**src/rtl/ndscan_pkg.sv**
```systemverilog
package ndscan_pkg;

    localparam int ICODE_W  = 4;
    localparam int MODE_LSB = ICODE_W;
    localparam int USED_W   = MODE_LSB + 2;
    localparam int PHASE_W  = ICODE_W + 1;

    typedef enum logic [1:0] {
        SM_NORMAL   = 2'd0,
        SM_FIXLOW   = 2'd1,
        SM_INTERVAL = 2'd2,
        SM_OFF      = 2'd3
    } scan_mode_e;

    typedef struct packed {
        scan_mode_e           mode;
        logic [ICODE_W-1:0]   icode;
    } scan_cfg_t;

    typedef enum logic [1:0] {
        DRV_ALL    = 2'd0,
        DRV_LOW    = 2'd1,
        DRV_SPARSE = 2'd2
    } drive_cls_e;

    localparam scan_cfg_t CFG_RESET = '{mode: SM_NORMAL, icode: '0};

    function automatic scan_cfg_t decode_word(input logic [USED_W-1:0] lo);
        scan_cfg_t c;
        c.mode  = scan_mode_e'(lo[MODE_LSB +: 2]);
        c.icode = lo[ICODE_W-1:0];
        return c;
    endfunction

    // Reserved settings collapse onto the fixed-low treatment.
    function automatic drive_cls_e classify(input scan_cfg_t c);
        drive_cls_e k;
        case (c.mode)
            SM_NORMAL:   k = DRV_ALL;
            SM_INTERVAL: k = (c.icode != '0) ? DRV_SPARSE : DRV_LOW;
            default:     k = DRV_LOW;
        endcase
        return k;
    endfunction

    // Highest phase of a 2c+1 frame cycle is 2c.
    function automatic logic [PHASE_W-1:0] top_phase(input logic [ICODE_W-1:0] code);
        return {code, 1'b0};
    endfunction

endpackage

```
**src/rtl/ndscan_cfg_hold.sv**
```systemverilog
module ndscan_cfg_hold
    import ndscan_pkg::*;
#(
    parameter int WORD_W = 16
) (
    input  logic              clk,
    input  logic              rst,
    input  logic              wr_en,
    input  logic [WORD_W-1:0] wr_data,
    input  logic              frame_start,
    output scan_cfg_t         act_cfg,
    output scan_cfg_t         nxt_cfg
);

    scan_cfg_t pend_cfg;
    scan_cfg_t wr_cfg;
    logic      unused_hi;

    assign wr_cfg    = decode_word(wr_data[USED_W-1:0]);
    assign unused_hi = ^wr_data[WORD_W-1:USED_W];

    // Setting that a strobe in this cycle would adopt.
    assign nxt_cfg = wr_en ? wr_cfg : pend_cfg;

    always_ff @(posedge clk) begin
        if (rst) begin
            pend_cfg <= CFG_RESET;
            act_cfg  <= CFG_RESET;
        end else begin
            if (wr_en)
                pend_cfg <= wr_cfg;
            if (frame_start)
                act_cfg <= nxt_cfg;
        end
    end

endmodule

```
**src/rtl/ndscan_frame_seq.sv**
```systemverilog
module ndscan_frame_seq
    import ndscan_pkg::*;
(
    input  logic               clk,
    input  logic               rst,
    input  logic               frame_start,
    input  scan_cfg_t          act_cfg,
    input  scan_cfg_t          nxt_cfg,
    output logic [PHASE_W-1:0] phase,
    output logic               drive_pol
);

    drive_cls_e         act_cls;
    drive_cls_e         nxt_cls;
    logic               same_run;
    logic [PHASE_W-1:0] adv;
    logic [PHASE_W-1:0] phase_n;
    logic               flip;

    assign act_cls  = classify(act_cfg);
    assign nxt_cls  = classify(nxt_cfg);
    assign same_run = (act_cls == DRV_SPARSE) && (act_cfg.icode == nxt_cfg.icode);
    assign adv      = (phase == top_phase(nxt_cfg.icode)) ? '0 : phase + 1'b1;

    always_comb begin
        phase_n = '0;
        flip    = 1'b0;
        case (nxt_cls)
            DRV_SPARSE: begin
                phase_n = same_run ? adv : '0;
                flip    = (phase_n == '0);
            end
            DRV_ALL: flip = 1'b1;
            default: flip = 1'b0;
        endcase
    end

    always_ff @(posedge clk) begin
        if (rst) begin
            phase     <= '0;
            drive_pol <= 1'b0;
        end else if (frame_start) begin
            phase     <= phase_n;
            drive_pol <= drive_pol ^ flip;
        end
    end

endmodule

```
**src/rtl/ndscan_gate_ctrl.sv**
```systemverilog
module ndscan_gate_ctrl
    import ndscan_pkg::*;
#(
    parameter int WORD_W = 16
) (
    input  logic              clk,
    input  logic              rst,
    input  logic              cfg_wr_en,
    input  logic [WORD_W-1:0] cfg_wr_data,
    input  logic              frame_start,
    input  logic              in_porch,
    output logic              gate_scan_en,
    output logic              disp_tmg,
    output logic              drive_pol
);

    scan_cfg_t          act_cfg;
    scan_cfg_t          nxt_cfg;
    logic [PHASE_W-1:0] phase;
    drive_cls_e         cls;
    logic               scan_frame;

    ndscan_cfg_hold #(.WORD_W(WORD_W)) u_cfg (
        .clk         (clk),
        .rst         (rst),
        .wr_en       (cfg_wr_en),
        .wr_data     (cfg_wr_data),
        .frame_start (frame_start),
        .act_cfg     (act_cfg),
        .nxt_cfg     (nxt_cfg)
    );

    ndscan_frame_seq u_seq (
        .clk         (clk),
        .rst         (rst),
        .frame_start (frame_start),
        .act_cfg     (act_cfg),
        .nxt_cfg     (nxt_cfg),
        .phase       (phase),
        .drive_pol   (drive_pol)
    );

    assign cls          = classify(act_cfg);
    assign scan_frame   = (cls == DRV_ALL) || ((cls == DRV_SPARSE) && (phase == '0));
    assign gate_scan_en = !in_porch || scan_frame;

    always_ff @(posedge clk) begin
        if (rst)
            disp_tmg <= 1'b0;
        else
            disp_tmg <= gate_scan_en;
    end

endmodule

```
**config.mk**
```make
export PLATFORM = sky130hd
export DESIGN_NAME = ndscan_gate_ctrl
export DESIGN_NICKNAME = d
export VERILOG_FILES = /design/src/rtl/ndscan_pkg.sv /design/src/rtl/ndscan_cfg_hold.sv /design/src/rtl/ndscan_frame_seq.sv /design/src/rtl/ndscan_gate_ctrl.sv
export SDC_FILE = /design/constraint.sdc
export NUM_CORES = 1
export LEC_CHECK = 0
export BUFFER_PORTS_ARGS = -buffer_cell sky130_fd_sc_hd__clkbuf_2
export CORE_ASPECT_RATIO = 0.75
export CORE_MARGIN = 1
export CORE_UTILIZATION = 32
export DETAILED_ROUTE_END_ITERATION = 6
export PLACE_DENSITY = 0.59
export SYNTH_ARGS = -nofsm -noshare
export SYNTH_HDL_FRONTEND = slang
export SYNTH_SLANG_ARGS = --single-unit
```
**constraint.sdc**
```tcl
create_clock -name clk -period 3.1 [get_ports clk]
set_clock_uncertainty 0.05 [all_clocks]
set_input_delay 0.93 -clock clk [delete_from_list [all_inputs] [get_ports clk]]
set_output_delay 0.93 -clock clk [all_outputs]
set_load 0.05 [all_outputs]
```
== Yosys cells after proc, flatten, opt, wreduce, memory -nomap -nowiden ==
Cells that the tools add are included.

* Bits of input ports: 21
* Output and inout bits: 3
* Word-level logic and storage cells: 37
* Flip-flop bits (word level): 19

* Equality and inequality tests: 6
* Bitwise operators: 1
* Add/subtract/negate cells: 1
* Reductions and logical operators: 13
* Multiplexer cells: 9

{| class="wikitable"
|+ Operators with widths
! operator !! count
|-
| $mux W5 || 3
|-
| $logic_not A5 Y1 || 2
|-
| $eq A2 B2 Y1 const B || 4
|-
| $logic_not A2 Y1 || 4
|-
| $pmux W2 S2 || 2
|-
| $reduce_bool A4 Y1 || 2
|-
| $mux W6 || 1
|-
| $add A5 B1 Y5 const B || 1
|-
| $eq A5 B5 Y1 || 1
|-
| $eq A4 B4 Y1 || 1
|-
| $mux W2 || 2
|-
| $logic_and A1 B1 Y1 || 2
|-
| $logic_or A1 B1 Y1 || 2
|-
| $pmux W1 S2 || 1
|-
| $logic_not A1 Y1 || 1
|-
| $xor A1 B1 Y1 || 1
|}

== Depth between registers and ports, before layout ==
Gate-level depths: netlist of the first run.

* Word-level depth: 9
* Depth in mapped cells: 7
* Mapped depth without buffers: 7

== Hierarchy ==
Synthesis of the first run repeated with hierarchy kept, for this count alone.

* Cell total of the unflattened synthesis: 117
* Area total of the unflattened synthesis: 1056.0 um^2

{| class="wikitable"
|+ Modules (own cells, without submodules)
! module !! sequential area each (um^2) !! cells an instance !! area an instance (um^2) !! times used
|-
| ndscan_frame_seq || 120.1 || 63 || 518.0 || 1
|-
| ndscan_cfg_hold || 240.2 || 45 || 460.4 || 1
|-
| ndscan_gate_ctrl || 20.0 || 9 || 77.6 || 1
|}

== Worst setup path before layout of the first run ==
OpenSTA, ideal clock, no wires.

* Path kind: input-to-reg
* Start: input cfg_wr_en
* End: register u_seq.drive_pol
* Stages on the path: 7
* Library setup time: 121 ps
* Path slack: 372 ps
* Data required time: 2929 ps
* Arrival: 2557 ps
* Path buffers: 1
* Cells stage by stage: buf_6 mux2i_4 mux2i_1 nor4_4 or3_1 o221ai_2 mux2_4

* Longest elaborated chain between the ends: 7
* Elaborated cells between the ends (all ways): 16
* Those cells by class: 4 x eq/ne; 6 x mux; 1 x bitwise; 5 x reduce/logical

{| class="wikitable"
|+ RTL lines
! element !! line !! source
|-
| start: declaration || ndscan_gate_ctrl.sv:8 || <nowiki>input logic cfg_wr_en,</nowiki>
|-
| $mux W6 * || ndscan_cfg_hold.sv:23 || <nowiki>assign nxt_cfg = wr_en ? wr_cfg : pend_cfg;</nowiki>
|-
| $eq A5 B5 Y1 (tied with other cells) || ndscan_frame_seq.sv:23 || <nowiki>assign adv = (phase == top_phase(nxt_cfg.icode)) ? '0 : phase + 1'b1;</nowiki>
|-
| $mux W5 (tied with other cells) || ndscan_frame_seq.sv:23 ||
|-
| $mux W5 or $pmux W2 S2 (tied branches) || ndscan_frame_seq.sv:30, ndscan_pkg.sv:38 ||
|-
| $logic_not A5 Y1 (tied with other cells) || ndscan_frame_seq.sv:31 || <nowiki>flip = (phase_n == '0);</nowiki>
|-
| $pmux W1 S2 * || ndscan_frame_seq.sv:28 || <nowiki>case (nxt_cls)</nowiki>
|-
| $xor A1 B1 Y1 * || ndscan_frame_seq.sv:44 || <nowiki>drive_pol <= drive_pol ^ flip;</nowiki>
|-
| end signal: assignment || ndscan_frame_seq.sv:44 ||
|-
| end: declaration || ndscan_frame_seq.sv:10 || <nowiki>output logic drive_pol</nowiki>
|}

Mark *: on every way between the ends. The rest lies on a longest branch, timed or not.
A chain may end at the register's enable or synchronous reset.

== Worst setup path after layout of the first run ==
Same ends and word-level chain as after synthesis.

==> results of run 1 <==
[worst max-delay path, delay by kind of cell]
family	cells	cell delay [ps]
muxes	3	1030
buffers and inverters	1	290
and+or+nand+nor	2	410
AOI/OAI and AO/OA	1	190
[cells in the final DEF, fill, tap and decap left out, drive strengths merged, types with 2 or more instances in the layout]
| cell | n |
|---|---|
| clkbuf | 16 |
| nor2b | 2 |
| nand3b | 4 |
| xor2 | 4 |
| nand2b | 3 |
| a31oi | 3 |
| a211oi | 5 |
| xnor2 | 3 |
| nand3 | 5 |
| a21oi | 2 |
| nand2 | 4 |
| nor4 | 3 |
| inv | 2 |
| nor2 | 21 |
| dfxtp | 19 |
| buf | 3 |
| mux2i | 7 |
| ha | 2 |
| nor3 | 2 |
[per-layer routing]
metal / wire length [um] / part of all wire, % / vias up
li1: - / - / 404
met4: 12 / 0.60 / 0
met2: 834 / 42 / 9
met3: 71 / 3.6 / 2
met5: 0 / 0 / -
met1: 1080 / 54 / 364
[power by group through the flow]
stage / Sequential [mW] / Clock [mW] / Combinational (mW)
floorplan: 0.279 / 0 / 0.0693
global placement: 0.271 / 0 / 0.0985
detailed placement: 0.272 / 0 / 0.0990
CTS: 0.267 / 0.180 / 0.100
global route: 0.268 / 0.191 / 0.108
finish: 0.267 / 0.169 / 0.0991
[metrics by stage]
step           setup WS [ps]  area (um2)  power (mW)  instances  util (%)
2_1_floorplan            372        1040       0.348        108         -
3_3_place_gp            89.4        1150       0.370        156      38.0
3_5_place_dp            79.5        1150       0.371        156      38.0
4_1_cts                  323        1190       0.547        160      39.6
5_1_grt                  233        1190       0.567        160      39.6
6_report                 346        1190       0.534        160      39.6
[cell families after synthesis]
logic type | share of synthesized area, %
buffers and inverters | 3.71
multiplexers | 12.9
flip-flops | 36.4
AO/OA/AOI/OAI | 9.82
XOR/XNOR | 7.31
adder cells (fa/ha/maj) | 2.39
AND/OR/NAND/NOR | 27.4
[path summary, 6_finish.rpt]
check / to / slack, ps / startpoint
worst max-delay path: u_seq.drive_pol$_SDFFE_PP0P_ / 350 / cfg_wr_en
worst min-delay path: u_cfg.act_cfg[4]$_SDFFE_PP0P_ / 450 / u_cfg.act_cfg[4]$_SDFFE_PP0P_
worst max register to register: u_seq.phase[3]$_SDFFE_PP0P_ / 1090 / u_cfg.act_cfg[1]$_SDFFE_PP0P_
worst min register to register: u_cfg.act_cfg[4]$_SDFFE_PP0P_ / 450 / u_cfg.act_cfg[4]$_SDFFE_PP0P_
[synth_stat cells, types with 3 or more instances]
library cell  instances  area, um2
nand2b_1              3       18.8
mux2i_4               4       90.1
a211oi_1              5       37.5
dfxtp_1              19        380
nand3_1               4       20.0
clkbuf_1              3       11.3
mux2i_1               3       30.0
nor2_1               21       78.8
a31oi_1               3       18.8
nand2_1               4       15.0
nand3b_1              4       30.0
xnor2_1               3       26.3
[registers in the layout (all words and copies together), names as in the netlist]
register and cells:
disp_tmg 1, u_cfg.act_cfg 6, u_cfg.pend_cfg 6, u_seq.drive_pol 1, u_seq.phase 5
[layout make-up]
class,instances,area [um2],area share (%)
well taps,38,47.5,3.98
inverters,2,7.51,0.628
repair buffers,16,87.6,7.33
flip-flops and latches,19,380,31.8
multi-input cells,81,626,52.4
clock inverters,1,5.00,0.419
clock buffers,3,41.3,3.46
==> summary.md, run 1 <==
| Metric | Value |
|---|---|
| Worst Path Required | about 3200 ps |
| GRT met1 Usage | 18.6% |
| Fillcell total | 306 |
| Max-slew headroom | about 68% |
| Overflow after GRT | 0 |
| Htree depth | 1 |
| Synth Register Bits | 19 |
| First-pass GRT wire length | 3430 um |
| Hold Slack | around 450 ps |
| Vias in the first global route | ~740 |
| Top-Level Pins | 24 |
| PD cells | 447 nW/um2 |
| Dpl hpwl | approximately 1400 um |
| Pin count of the biggest net entering global routing | 21 |
| Root Buffer | clkbuf_8 |
| Pre-antenna DRT Iters | 6 |
| Status | finished, final reports clean |
| Via-per-instance ratio | 4.87 |
| Initial antenna violation count | 0 |
| NetSw | 0.147 mW |
| Routed Antenna Nets | 0 |
| CTS Hold Bufs | 0 |
| Global Route met3 Usage | ~4.7% |
| Sw Share | a little over a quarter |
| Grt met2 use | 20.4% |
| Setup Fix Bufs, Post-CTS | 0 |
| Clock slew seen by the registers of the worst setup and hold paths | roughly 70 ps |
| TNS Setup | 0 ps |
| Routed WL per cell | 12.5 um |
| Combinational power share | 18.5% |
| Crit path capture type | register |
| Area Growth Syn to Fin | 14.4% |
| CTS tree | yes |
| RSZ-0062 raised after global routing | no |
| CTS Buffer Depth | 2 |
| Slew Viols, Final | 0 |
| Yosys warns | 0 |
| Row count | 17 |
| Share of power burned in registers | about 50% |
| Post-CTS sizing | 0 |
| Final wirelength | between 1500 and 2000 um |
| Worst path max stage delay | just under 400 ps |
| Routability Congestion | between 0.8 and 0.9 |
| Nets | 146 |
| Grt peak-use layer | met2 |
| Internal cell power | around 0.39 mW |
| Hold violation count in the final report | 0 |
| Antenna cell count | 0 |
| Mapped cell area | approximately 1000 um2 |
| Hold path depth | 2 |
| Syn_area_per_cell | roughly 9.7 um2 |
| Hold Crit Class | register to register |
| DRC Markers | 0 |
| Initial Util | between 30% and 40% |
| Worst path slowest cell | mux2i_4 |
| Core ar. | between 3000 and 4000 um2 |
| Chip width | around 68 um |
| Vias after detailed routing | 779 |
| CP max FO | 6 |
| Die height | a little over 50 um |
| Drt initial violations | 13 |
| Period utilization | about nine tenths |
| Min cycle time layout | between 2000 and 3000 ps |
| Leak | around 0.44 nW |
| CTS Buf Count | 3 |
| CP arrival | ~2900 ps |
| Syn nets | around 130 |
| Post-synth EDFFs | 0 |
| Crit-path cells | clkbuf_2 > mux2i_4 > mux2i_1 > nor4_4 > or3_1 > o221ai_2 > mux2_4 |
| Slew @ Worst Pin | just under 500 ps |
| Clock power share | a little under a third |
| Layout cells sized above 1 | about a quarter |
| GRT Overall Usage | 13.5% |
| Synthesized instance count | approximately 110 |
| Max-Cap Viols | 0 |
| Ys async rst share | 0% |
| IO buf count | 13 |
| Cell variety after synth | 36 |
| Primary FF master, synth | dfxtp_1 |
| Post-synthesis sequential area ratio | a little over a third |
| Critical Path Start Type | input pin |
| Highest clock rate | around 0.36 GHz |
| FF-to-FF path depth | 7 |
| Clock sink total | 19 |
| Critical path class | input pin to register |
| Die Area | between 3000 and 4000 um2 |
| Worst IR Drop VDD | ~190 uV |
| Clock latency on the worst-skew pair | roughly 250 ps |
| Final setup fails | 0 |
(Power assumes the default switching activity.)
==> inputs of run 2 (changes only) <==
--- a/config.mk
+++ b/config.mk
@@ -7,7 +7,7 @@
 export LEC_CHECK = 0
 export BUFFER_PORTS_ARGS = -buffer_cell sky130_fd_sc_hd__clkbuf_2
 export CORE_ASPECT_RATIO = 0.75
-export CORE_MARGIN = 1
+export CORE_MARGIN = 4
 export CORE_UTILIZATION = 32
 export DETAILED_ROUTE_END_ITERATION = 6
 export PLACE_DENSITY = 0.59
==> summary.md, run 2 (same netlist as run 1, synthesis figures left out) <==
| Metric | Value |
|---|---|
| Root Buffer | clkbuf_8 |
| Routability Congestion | between 0.7 and 0.8 |
| Layout cells sized above 1 | 24.8% |
| Slew @ Worst Pin | 506 ps |
| Worst Path Required | ~2100 ps |
| Routed WL per cell | between 10 and 15 um |
| Hold path depth | 2 |
| Crit-path cells | nor4_1 > nor3b_1 > nand4b_1 > o211ai_1 > clkbuf_2 |
| Drt initial violations | 21 |
| Min cycle time layout | about 2800 ps |
| Final std cells w/o fill | between 150 and 200 |
| Leak | between 0.4 and 0.5 nW |
| Area Growth Syn to Fin | 13.7% |
| Hold violation count in the final report | 0 |
| Clock sink total | 19 |
| Clock latency on the worst-skew pair | between 200 and 300 ps |
| Worst IR Drop VDD | around 190 uV |
| Final setup fails | 0 |
| Highest clock rate | around 0.36 GHz |
| FF-to-FF path depth | 6 |
| Commonest non-fill, non-tap cell in the layout | nor2_1 |
| CTS Buffer Depth | 2 |
| Initial Util | approximately 34% |
| Worst path slowest cell | dfxtp_1 |
| Critical Path Start Type | register |
| TNS Setup | 0 ps |
| Largest registers | u_cfg.act_cfg: 6 flops, u_cfg.pend_cfg: 6 flops, u_seq.phase: 5 flops |
| Pre-antenna DRT Iters | 4 |
| Commonest cells after routing, fill and taps aside | nor2_1 (21), dfxtp_1 (19), clkbuf_2 (13) |
| Final wirelength | around 2100 um |
| Die height | between 50 and 60 um |
| Top-Level Pins | 24 |
| Clock slew seen by the registers of the worst setup and hold paths | around 80 ps |
| Overflow after GRT | 0 |
| DRC Markers | 0 |
| Pin count of the biggest net entering global routing | 21 |
| CTS Hold Bufs | 0 |
| Critical path class | register to primary output |
| Initial antenna violation count | 0 |
| Vias after detailed routing | between 700 and 800 |
| Worst path max stage delay | between 400 and 500 ps |
| Cells after DPL | approximately 160 |
| Core ar. | approximately 3000 um2 |
| Dpl hpwl | 1540 um |
| Nets | around 150 |
| Row count | 17 |
| PD cells | around 450 nW/um2 |
| Die Area | around 4300 um2 |
| Setup Fix Bufs, Post-CTS | 0 |
| Via-per-instance ratio | between 4 and 5 |
| CP max FO | 3 |
| Antenna cell count | 0 |
| IO buf count | 13 |
| CTS Buf Count | 3 |
| Post-CTS sizing | 0 |
| Routed Antenna Nets | 0 |
| Period utilization | 90.3% |
| Post-route cell area | ~1200 um2 |
| CP arrival | between 1500 and 2000 ps |
| CTS tree | yes |
| RSZ-0062 raised after global routing | no |
| First-pass GRT wire length | approximately 3500 um |
| Vias in the first global route | around 760 |
| Total Power | 0.539 mW |
| Max-slew headroom | about two thirds |
| Status | finished, final reports clean |
| Area after DPL | 1140 um2 |
| Htree depth | 1 |
| Slew Viols, Final | 0 |
| Chip width | ~74 um |
| Max-Cap Viols | 0 |
| Hold Crit Class | register to register |
| Crit path capture type | primary output |
| GRT Overall Usage | between 10% and 20% |
## run 2: worst max-delay path, delay by kind of cell (launching register included)
kind	cells	cell delay, ps
AO/OA/AOI/OAI	1	150
buffers and inverters	1	310
AND/OR/NAND/NOR	3	680
flip-flops	1	410
## run 2: routing by layer
metal,share of wire (%),GRT usage (%),vias to the layer above
li1,-,-,403
met1,52,14.3,347
met2,41,16.5,11
met3,5.5,4.05,4
met4,1.0,2.33,0
met5,0,0,-
## run 2: final cells by class
| class | instances | area [um2] |
|---|---|---|
| clock inverter | 1 | 5.00 |
| fill | 313 | 1850 |
| tap | 38 | 47.5 |
| multi-input combinational | 81 | 626 |
| timing repair buffer | 15 | 80.1 |
| inverter | 2 | 7.51 |
| clock buffer | 3 | 41.3 |
| sequential | 19 | 380 |
## run 2: stage by stage
step	hold WS [ps]	worst slack (ps)	utilization (%)
6_report	447	301	39.0
5_1_grt	470	209	39.0
4_1_cts	449	312	39.0
3_5_place_dp	434	60.2	37.5
3_3_place_gp	439	75.0	37.5
2_1_floorplan	399	372	-
## run 2: worst paths after layout
check	startpoint	to	slack, ps
max	u_cfg.act_cfg[3]$_SDFFE_PP0P_	gate_scan_en	300
min	u_cfg.act_cfg[4]$_SDFFE_PP0P_	u_cfg.act_cfg[4]$_SDFFE_PP0P_	450
max reg2reg	u_cfg.act_cfg[3]$_SDFFE_PP0P_	u_seq.drive_pol$_SDFFE_PP0P_	980
min reg2reg	u_cfg.act_cfg[4]$_SDFFE_PP0P_	u_cfg.act_cfg[4]$_SDFFE_PP0P_	450
## run 2: power breakdown
group          internal [mW]  total [mW]  switching (mW)
Clock                 0.0895       0.174          0.0846
Sequential             0.257       0.266         0.00898
Combinational         0.0413      0.0995          0.0582
